## config.mk

```make
export PLATFORM = sky130hd
export DESIGN_NAME = sdac_refresh_ctrl
export DESIGN_NICKNAME = d
export VERILOG_FILES = /design/src/rtl/sdac_pkg.sv /design/src/rtl/sdac_tick_gen.sv /design/src/rtl/sdac_chan_seq.sv /design/src/rtl/sdac_shifter.sv /design/src/rtl/sdac_refresh_ctrl.sv
export SDC_FILE = /design/constraint.sdc
export NUM_CORES = 1
export LEC_CHECK = 0
export BUFFER_PORTS_ARGS = -buffer_cell sky130_fd_sc_hd__buf_4
export CAP_MARGIN = 10
export CORE_MARGIN = 8
export CORE_UTILIZATION = 65
export DETAILED_ROUTE_END_ITERATION = 16
export GPL_TIMING_DRIVEN = 1
export PLACE_DENSITY = 0.92
export SYNTH_ARGS = -nofsm -noshare
export SYNTH_HDL_FRONTEND = slang
export SYNTH_SLANG_ARGS = --single-unit
```

## constraint.sdc

```tcl
create_clock -name clk -period 3.2 [get_ports clk]
set_input_delay 0.16 -clock clk [delete_from_list [all_inputs] [get_ports clk]]
set_output_delay 0.16 -clock clk [all_outputs]
set_load 0.01 [all_outputs]
```

## src/rtl/sdac_pkg.sv

```systemverilog
package sdac_pkg;
   localparam int CH_ADDR_W = 3;
   localparam int CODE_W    = 8;
   localparam int FRAME_W   = CH_ADDR_W + 1 + CODE_W;
   localparam int BUS_AW    = 4;
   localparam int BUS_DW    = 16;
   localparam logic [BUS_AW-1:0] MASK_ADDR = 4'd8;
   localparam logic [BUS_AW-1:0] STAT_ADDR = 4'd9;

   typedef struct packed {
      logic              rng;
      logic [CODE_W-1:0] code;
   } chan_word_t;

   typedef logic [FRAME_W-1:0] frame_t;
endpackage

```

## src/rtl/sdac_tick_gen.sv

```systemverilog
module sdac_tick_gen #(
   parameter int TICK_DIV = 25000
) (
   input  logic clk,
   input  logic rst_n,
   output logic tick
);
   localparam int CNT_W = (TICK_DIV > 1) ? $clog2(TICK_DIV) : 1;
   localparam logic [CNT_W-1:0] CNT_LAST = CNT_W'(TICK_DIV - 1);

   logic [CNT_W-1:0] cnt_q;

   always_ff @(posedge clk or negedge rst_n) begin
      if (!rst_n) begin
         cnt_q <= '0;
         tick  <= 1'b0;
      end else begin
         tick <= (cnt_q == CNT_LAST);
         if (cnt_q == CNT_LAST) cnt_q <= '0;
         else                   cnt_q <= cnt_q + 1'b1;
      end
   end
endmodule

```

## src/rtl/sdac_chan_seq.sv

```systemverilog
module sdac_chan_seq
   import sdac_pkg::*;
#(
   parameter int NUM_CH = 8
) (
   input  logic                          clk,
   input  logic                          rst_n,
   input  logic                          tick,
   input  logic [NUM_CH-1:0]             en_mask,
   input  chan_word_t [NUM_CH-1:0]       ch_words,
   input  logic                          ser_busy,
   input  logic                          ovr_clr,
   output logic                          start,
   output frame_t                        frame,
   output logic                          pass_busy,
   output logic                          ovr_flag
);
   logic [NUM_CH-1:0]    pend_q;
   logic [CH_ADDR_W-1:0] sel;
   logic                 any_pend;

   assign any_pend = |pend_q;

   always_comb begin
      sel = '0;
      for (int i = NUM_CH - 1; i >= 0; i--) begin
         if (pend_q[i]) sel = CH_ADDR_W'(i);
      end
   end

   assign start     = any_pend && !ser_busy && !tick;
   assign frame     = {sel, ch_words[sel].rng, ch_words[sel].code};
   assign pass_busy = any_pend || ser_busy;

   always_ff @(posedge clk or negedge rst_n) begin
      if (!rst_n) begin
         pend_q   <= '0;
         ovr_flag <= 1'b0;
      end else begin
         if (tick) begin
            pend_q <= en_mask;
         end else if (start) begin
            pend_q[sel] <= 1'b0;
         end
         if (tick && (any_pend || ser_busy)) ovr_flag <= 1'b1;
         else if (ovr_clr)                   ovr_flag <= 1'b0;
      end
   end
endmodule

```

## src/rtl/sdac_shifter.sv

```systemverilog
module sdac_shifter
   import sdac_pkg::*;
#(
   parameter int SCLK_HALF = 4
) (
   input  logic   clk,
   input  logic   rst_n,
   input  logic   start,
   input  frame_t frame,
   output logic   busy,
   output logic   sclk,
   output logic   load,
   output logic   sdo
);
   localparam int PH_W    = $clog2(2 * FRAME_W + 2);
   localparam logic [PH_W-1:0] PH_LAST_BIT = PH_W'(2 * FRAME_W);
   localparam logic [PH_W-1:0] PH_GAP      = PH_W'(2 * FRAME_W + 1);

   logic [PH_W-1:0] phase_q;
   frame_t          shreg_q;
   logic            half_done;

   generate
      if (SCLK_HALF == 1) begin : g_nodiv
         assign half_done = 1'b1;
      end else begin : g_div
         localparam int HC_W = $clog2(SCLK_HALF);
         logic [HC_W-1:0] hcnt_q;
         assign half_done = (hcnt_q == HC_W'(SCLK_HALF - 1));
         always_ff @(posedge clk or negedge rst_n) begin
            if (!rst_n)                 hcnt_q <= '0;
            else if (!busy || half_done) hcnt_q <= '0;
            else                        hcnt_q <= hcnt_q + 1'b1;
         end
      end
   endgenerate

   always_ff @(posedge clk or negedge rst_n) begin
      if (!rst_n) begin
         busy    <= 1'b0;
         sclk    <= 1'b0;
         load    <= 1'b0;
         sdo     <= 1'b0;
         phase_q <= '0;
         shreg_q <= '0;
      end else if (!busy) begin
         if (start) begin
            busy    <= 1'b1;
            load    <= 1'b1;
            sclk    <= 1'b0;
            phase_q <= '0;
            shreg_q <= frame;
         end
      end else if (half_done) begin
         if (phase_q == PH_GAP) begin
            busy <= 1'b0;
            sdo  <= 1'b0;
         end else begin
            phase_q <= phase_q + 1'b1;
            if (phase_q == PH_LAST_BIT) begin
               load <= 1'b0;
            end else if (!phase_q[0]) begin
               sclk    <= 1'b1;
               sdo     <= shreg_q[FRAME_W-1];
               shreg_q <= {shreg_q[FRAME_W-2:0], 1'b0};
            end else begin
               sclk <= 1'b0;
            end
         end
      end
   end
endmodule

```

## src/rtl/sdac_refresh_ctrl.sv

```systemverilog
module sdac_refresh_ctrl
   import sdac_pkg::*;
#(
   parameter int NUM_CH    = 8,
   parameter int TICK_DIV  = 25000,
   parameter int SCLK_HALF = 4
) (
   input  logic              clk,
   input  logic              rst_n,
   input  logic              bus_wr,
   input  logic [3:0]        bus_addr,
   input  logic [15:0]       bus_wdata,
   output logic [15:0]       bus_rdata,
   output logic              dac_sclk,
   output logic              dac_load,
   output logic              dac_sdo
);
   generate
      if (NUM_CH < 1 || NUM_CH > 8) begin : g_bad_ch
         $error("NUM_CH must lie in 1..8");
      end
      if (SCLK_HALF < 1) begin : g_bad_half
         $error("SCLK_HALF must be at least 1");
      end
      if (TICK_DIV < 2) begin : g_bad_tick
         $error("TICK_DIV must be at least 2");
      end
   endgenerate

   chan_word_t [NUM_CH-1:0] ch_q;
   logic [NUM_CH-1:0]       mask_q;
   logic                    tick, start, ser_busy, pass_busy, ovr_flag, ovr_clr;
   frame_t                  frame;

   genvar g;
   generate
      for (g = 0; g < NUM_CH; g++) begin : g_chreg
         always_ff @(posedge clk or negedge rst_n) begin
            if (!rst_n) ch_q[g] <= '0;
            else if (bus_wr && bus_addr == BUS_AW'(g))
               ch_q[g] <= chan_word_t'(bus_wdata[CODE_W:0]);
         end
      end
   endgenerate

   always_ff @(posedge clk or negedge rst_n) begin
      if (!rst_n) mask_q <= '0;
      else if (bus_wr && bus_addr == MASK_ADDR) mask_q <= bus_wdata[NUM_CH-1:0];
   end

   assign ovr_clr = bus_wr && (bus_addr == STAT_ADDR) && bus_wdata[1];

   always_comb begin
      bus_rdata = '0;
      if (bus_addr == MASK_ADDR)      bus_rdata[NUM_CH-1:0] = mask_q;
      else if (bus_addr == STAT_ADDR) bus_rdata[1:0] = {ovr_flag, pass_busy};
      else begin
         for (int i = 0; i < NUM_CH; i++) begin
            if (bus_addr == BUS_AW'(i)) bus_rdata[CODE_W:0] = ch_q[i];
         end
      end
   end

   sdac_tick_gen #(.TICK_DIV(TICK_DIV)) tick_i (
      .clk(clk), .rst_n(rst_n), .tick(tick));

   sdac_chan_seq #(.NUM_CH(NUM_CH)) seq_i (
      .clk(clk), .rst_n(rst_n), .tick(tick), .en_mask(mask_q),
      .ch_words(ch_q), .ser_busy(ser_busy), .ovr_clr(ovr_clr),
      .start(start), .frame(frame), .pass_busy(pass_busy), .ovr_flag(ovr_flag));

   sdac_shifter #(.SCLK_HALF(SCLK_HALF)) shf_i (
      .clk(clk), .rst_n(rst_n), .start(start), .frame(frame),
      .busy(ser_busy), .sclk(dac_sclk), .load(dac_load), .sdo(dac_sdo));
endmodule

```

# [Yosys cells after proc, flatten, opt, wreduce, memory -nomap -nowiden]
# Cells that the tools add are included.
[word_totals] reg_bits=128 output_inout_bits=19
[op_classes] add_sub_neg=3 reduce_logical=29 eq_ne=20 magnitude_cmp=2 n_bitwise=2 mux=58
[op_table] operator="$mux 9" count=9
[op_table] operator="$mux 12" count=6
[op_table] operator="$bmux 9 s3" count=1
[op_table] operator="$mux 3" count=8
[op_table] operator="$mux 8" count=3
[op_table] operator="$mux 1" count=22
[op_table] operator="$mux 5" count=4
[op_table] operator="$eq 4x3->1 const B" count=4
[op_table] operator="$add 15x1->15 const B" count=1
[op_table] operator="$eq 15x15->1 const B" count=1
[op_table] operator="$logic_and 1x1->1" count=15
[op_table] operator="$mux 15" count=1
[op_table] operator="$ne 2x2->1 const B" count=6
[op_table] operator="$reduce_and 4->1" count=3
[op_table] operator="$eq 5x5->1 const B" count=2
[op_table] operator="$and 8x8->8" count=1
[op_table] operator="$eq 4x2->1 const B" count=2
[op_table] operator="$eq 4x4->1 const B" count=2
[op_table] operator="$not 8->8" count=1
[op_table] operator="$reduce_or 8->1" count=1
[op_table] operator="$mux 7" count=1
[op_table] operator="$reduce_bool 2->1" count=3
[op_table] operator="$add 5x1->5 const B" count=1
[op_table] operator="$reduce_and 5->1" count=1
[op_table] operator="other kinds (12)" count=15

# [Longest topological paths before layout]
[logic_depth] ltp_word=16 depth_mapped=9 depth_no_buf=8

# [Cells and area by module]
# Synthesis repeated with hierarchy kept, for this count alone.
[hier_totals] cells_unflattened=595 hier_area_um2=7104.3
[modules_own_cells] mod="sdac_refresh_ctrl" n_inst=1 seq_area_each_um2=2001.9 cells_each=267 area_per_inst_um2=3953.8
[modules_own_cells] mod="sdac_shifter" n_inst=1 seq_area_each_um2=575.6 cells_each=116 area_per_inst_um2=1187.4
[modules_own_cells] mod="sdac_chan_seq" n_inst=1 seq_area_each_um2=225.2 cells_each=136 area_per_inst_um2=1153.6
[modules_own_cells] mod="sdac_tick_gen" n_inst=1 seq_area_each_um2=400.4 cells_each=76 area_per_inst_um2=809.5

# [Worst setup path before layout]
# Ideal clock, no wire load.
[synth_timing] path_kind="register -> register" start="reg seq_i.pend_q[0]" end="reg shf_i.shreg_q[0]" t_arrival_ns=1.953 slack_ns=1.125 path_stages_with_launch=6 required_time_ns=3.078 path_buffers=1 synth_period_minus_slack_ns=2.075 cell_sequence="dfrtp_1 or4_4 buf_6 or3_4 or3_1 a32o_1"
[synth_between] elab_chain_len=5 elab_cells_between_ends=10 classes_between="mux: 5; reduce/logical: 5"
[synth_rtl] element="start, declared" line_no="sdac_chan_seq.sv:18" source="logic [NUM_CH-1:0] pend_q;"
[synth_rtl] element="start signal, assigned" line_no="sdac_chan_seq.sv:41" source="pend_q <= en_mask;"
[synth_rtl] element="$mux 3 / $reduce_or 8->1 (equally long branches)" line_no="sdac_chan_seq.sv:27, sdac_chan_seq.sv:22"
[synth_rtl] element="$bmux 9 s3 / $logic_and 1x1->1 (equally long branches)" line_no="sdac_chan_seq.sv:32, sdac_chan_seq.sv:31"
[synth_rtl] element="$mux 9 / $logic_and 1x1->1 (equally long branches)"
[synth_rtl] element="$mux 12 / $reduce_bool 2->1 (equally long branches)"
[synth_rtl] element="$mux 12 / $reduce_and 5->1 (equally long branches)"
[synth_rtl] element="end signal, assigned" line_no="sdac_shifter.sv:52" source="shreg_q <= frame;"
[synth_rtl] element="end signal, assigned" line_no="sdac_shifter.sv:65" source="shreg_q <= {shreg_q[FRAME_W-2:0], 1'b0};"
[synth_rtl] element="end, declared" line_no="sdac_shifter.sv:20" source="frame_t shreg_q;"
# Parallel ways exist; a longest one is shown, timed or not. The select of a mux whose other input is x is not followed.
# A chain may end at the register's enable or synchronous reset.

# [Worst setup path in the final report]
[layout_timing] start="reg seq_i.pend_q[4]" end="out bus_rdata[0]"
[layout_between] elab_chain_len=4
[layout_rtl] element="$reduce_or 8->1" line_no="sdac_chan_seq.sv:22" source="assign any_pend = |pend_q;"
[layout_rtl] element="$logic_or 1x1->1" line_no="sdac_chan_seq.sv:33" source="assign pass_busy = any_pend || ser_busy;"
[layout_rtl] element="$mux 2" line_no="sdac_refresh_ctrl.sv:56" source="else if (bus_addr == STAT_ADDR) bus_rdata[1:0] = {ovr_flag, pass_busy};"
[layout_rtl] element="$mux 8" line_no="sdac_refresh_ctrl.sv:55" source="if (bus_addr == MASK_ADDR) bus_rdata[NUM_CH-1:0] = mask_q;"
[layout_rtl] element="end, declared" line_no="sdac_refresh_ctrl.sv:13" source="output logic [15:0] bus_rdata,"
# No other way between the ends.

==> metrics <==
global-route wire length before repair=28,800 um; Layout area overhead=16.3%; row count=36; Ys Warns=0; H-tree Lvls=4; Pins Over Slew Limit=0; Clock power frac=0.427; Die ar.=13,500 um2; Final ANT Viol Nets=0; Sw Pwr=1270 uW; status=complete, no violations; Async S/R FF share, synth=1.00; share of the synthesized area in the top cell type=0.491; Syn Std Cell Area=6520 um2; RSZ-0062 raised after global routing=no; Slew headroom=0.317; Die Width=116 um; final worst setup slack=640 ps; Place WS=745 ps; ant diodes=0; GRT Overall Usage=0.283; nets=650; Max Cap Viol=0; fmax=391 MHz; Power Density=619 nW/um2; Synth area leader=dfrtp_1; Initial Util=0.667; drt wl/cell=23.1 um; hold crit path type=in2reg; Critical Path RT=3040 ps; num ports=42; GRT Residual Overflow=0; vias in the first global route=5,506; CORE AREA=9770 um2; Worst Setup Path Type=reg2out; detailed-route via count=5,201; Hold Fails Final Rpt=0; clk_lat worst skew=550 ps; Placed Cells=725; GP Congestion=0.900; DP HPWL=11,600 um; Routed WL=17,700 um; clk sinks=128; switching share of power=0.270; # fillers=597; antenna violations before repair=0; maximum clock path buffer count=2; post-synthesis sequential area ratio=0.491; commonest cells after routing, fill and taps aside=dfrtp_1 (128), mux2_2 (89), nand2_1 (73); Yosys reg bits=128; Final Non-Filler Cells=768; clock skew=8.67 ps; syn avg cell area=11.3 um2; Post-route DRC=0; Syn Inst Count=579; CP Launch Type=flop; Worst-Margin Slew=1020 ps; Critical Path AT=2400 ps; post-layout min period=2560 ps; CTS tree=yes; synth unique cells=63; Worst VDD drop=0.000507 V; sequential power share=0.441; fin crit share=0.800; number of synthesized flops with an enable pin=0; Synth area leaders=dfrtp_1 (49%), mux2_2 (15%), nand2_1 (4.2%); first-pass detailed-route iteration total=7; most common cell after layout, fill and taps aside=dfrtp_1; Chip Height=116 um; largest net degree at the start of global routing=63; ys flop type=dfrtp_1; layout cells sized above 1=0.288; clk slew on worst S/H paths=60 ps; Internal Power=3430 uW; clk root buf=clkbuf_8; kind of end point of the critical path=primary output; Comb pwr share=0.131; setup TNS=0 ps; Via density=6.77; TritonCTS Buffers=17; final setup fails=0; CTS resizes=0; PortBufs=27; Crit Path Max Fanout=7; Leak Pwr=0.00339 uW; initial DRC count=667
[layer usage]
layer / vias up / part of all wire / track usage / routed length (um)
met3: 86 / 0.094 / 0.0951 / 1670
met1: 2580 / 0.37 / 0.327 / 6570
met5: - / 0 / 0 / 0
met2: 333 / 0.49 / 0.451 / 8650
li1: 2202 / - / - / -
met4: 0 / 0.046 / 0.169 / 818
[metrics by stage]
stage          cell area, um2  utilization  hold slack, ps  power, uW
4_1_cts                  7590        0.776            2.46       4700
2_1_floorplan            6550            -            -136       2430
5_1_grt                  7590        0.776            16.4       4850
3_3_place_gp             6870        0.703             275       2610
3_5_place_dp             6870        0.703             290       2670
6_report                 7590        0.776            43.0       4700
[worst max-delay path: stages (launching register included)]
cell,delay [ps]
dfrtp_1,450
or2_2,370
nor3_2,420
a311oi_1,190
mux2i_1,160
a21oi_1,90
buf_4,170
[flip-flops by register name, indices dropped and copies added (netlist names), 2 cells and up]
| register | cells |
|---|---|
| ch_q | 72 |
| tick_i.cnt_q | 15 |
| shf_i.shreg_q | 12 |
| mask_q | 8 |
| seq_i.pend_q | 8 |
| shf_i.phase_q | 5 |
| shf_i.g_div.hcnt_q | 2 |
[logic make-up after synthesis]
kind of cell,after synthesis,synth area share
other,1,0.000575
muxes,117,0.218
xor gates and xnor gates,15,0.0201
adders and majority gates,5,0.00959
AOI/OAI and AO/OA,112,0.115
DFF,128,0.491
buffers and inverters,42,0.0307
and+or+nand+nor,159,0.115
[cell type report]
class | instances | area [um2] | share of cell area
clock buffers | 17 | 414 | 0.0546
well taps | 133 | 166 | 0.0219
clock inverters | 15 | 196 | 0.0259
flip-flops and latches | 128 | 3200 | 0.422
inverters | 7 | 26.3 | 0.00346
repair buffers | 53 | 438 | 0.0577
multi-input cells | 415 | 3140 | 0.414
[final timing paths]
| path | endpoint | cells after the start | startpoint | slack [ps] |
|---|---|---|---|---|
| worst max-delay path | bus_rdata[0] | 6 | seq_i.pend_q[4]$_DFFE_PN0P_ | 640 |
| worst min-delay path | seq_i.ovr_flag$_DFFE_PN0P_ | 3 | bus_addr[2] | 40 |
| worst max register to register | shf_i.shreg_q[7]$_DFFE_PN0P_ | 6 | seq_i.pend_q[7]$_DFFE_PN0P_ | 670 |
| worst min register to register | shf_i.g_div.hcnt_q[0]$_DFF_PN0_ | 1 | shf_i.g_div.hcnt_q[0]$_DFF_PN0_ | 440 |
| max in group asynchronous | seq_i.pend_q[4]$_DFFE_PN0P_ | 3 | rst_n | 2130 |
| min in group asynchronous | tick_i.cnt_q[13]$_DFF_PN0_ | 2 | rst_n | 260 |
[what timing repair did]
item	in CTS	in global routing
setup buffers	0	0
hold endpoints to repair	141	0
hold buffers	11	0
setup endpoints to repair	0	0
[synthesized netlist by cell type (3+ instances only)]
master and number:
dfrtp_1 128, mux2_2 89, nand2_1 73, nor2_1 33
o21ai_0 29, a21oi_1 24, mux2i_1 17, clkbuf_1 16
mux4_2 11, xor2_1 10, a22oi_1 9, nand3_1 9
nor3_1 8, buf_4 7, inv_1 7, o221ai_1 7
buf_2 5, ha_1 5, nor2b_1 5, xnor2_1 5
a211oi_1 4, a221oi_1 4, a31oi_1 4, and3_1 4
buf_1 4, nand4_1 4, o211ai_1 4, o311ai_0 4
a21o_1 3, and2_1 3, or2_2 3
[power by group through the flow]
stage | logic (uW) | clock network, uW | registers [uW]
3_3_place_gp | 553 | 0 | 2060
6_report | 616 | 2010 | 2070
3_5_place_dp | 587 | 0 | 2090
5_1_grt | 654 | 2100 | 2100
2_1_floorplan | 430 | 0 | 2000
4_1_cts | 612 | 2020 | 2060
No activity file was read; power rests on OpenSTA's default activity.
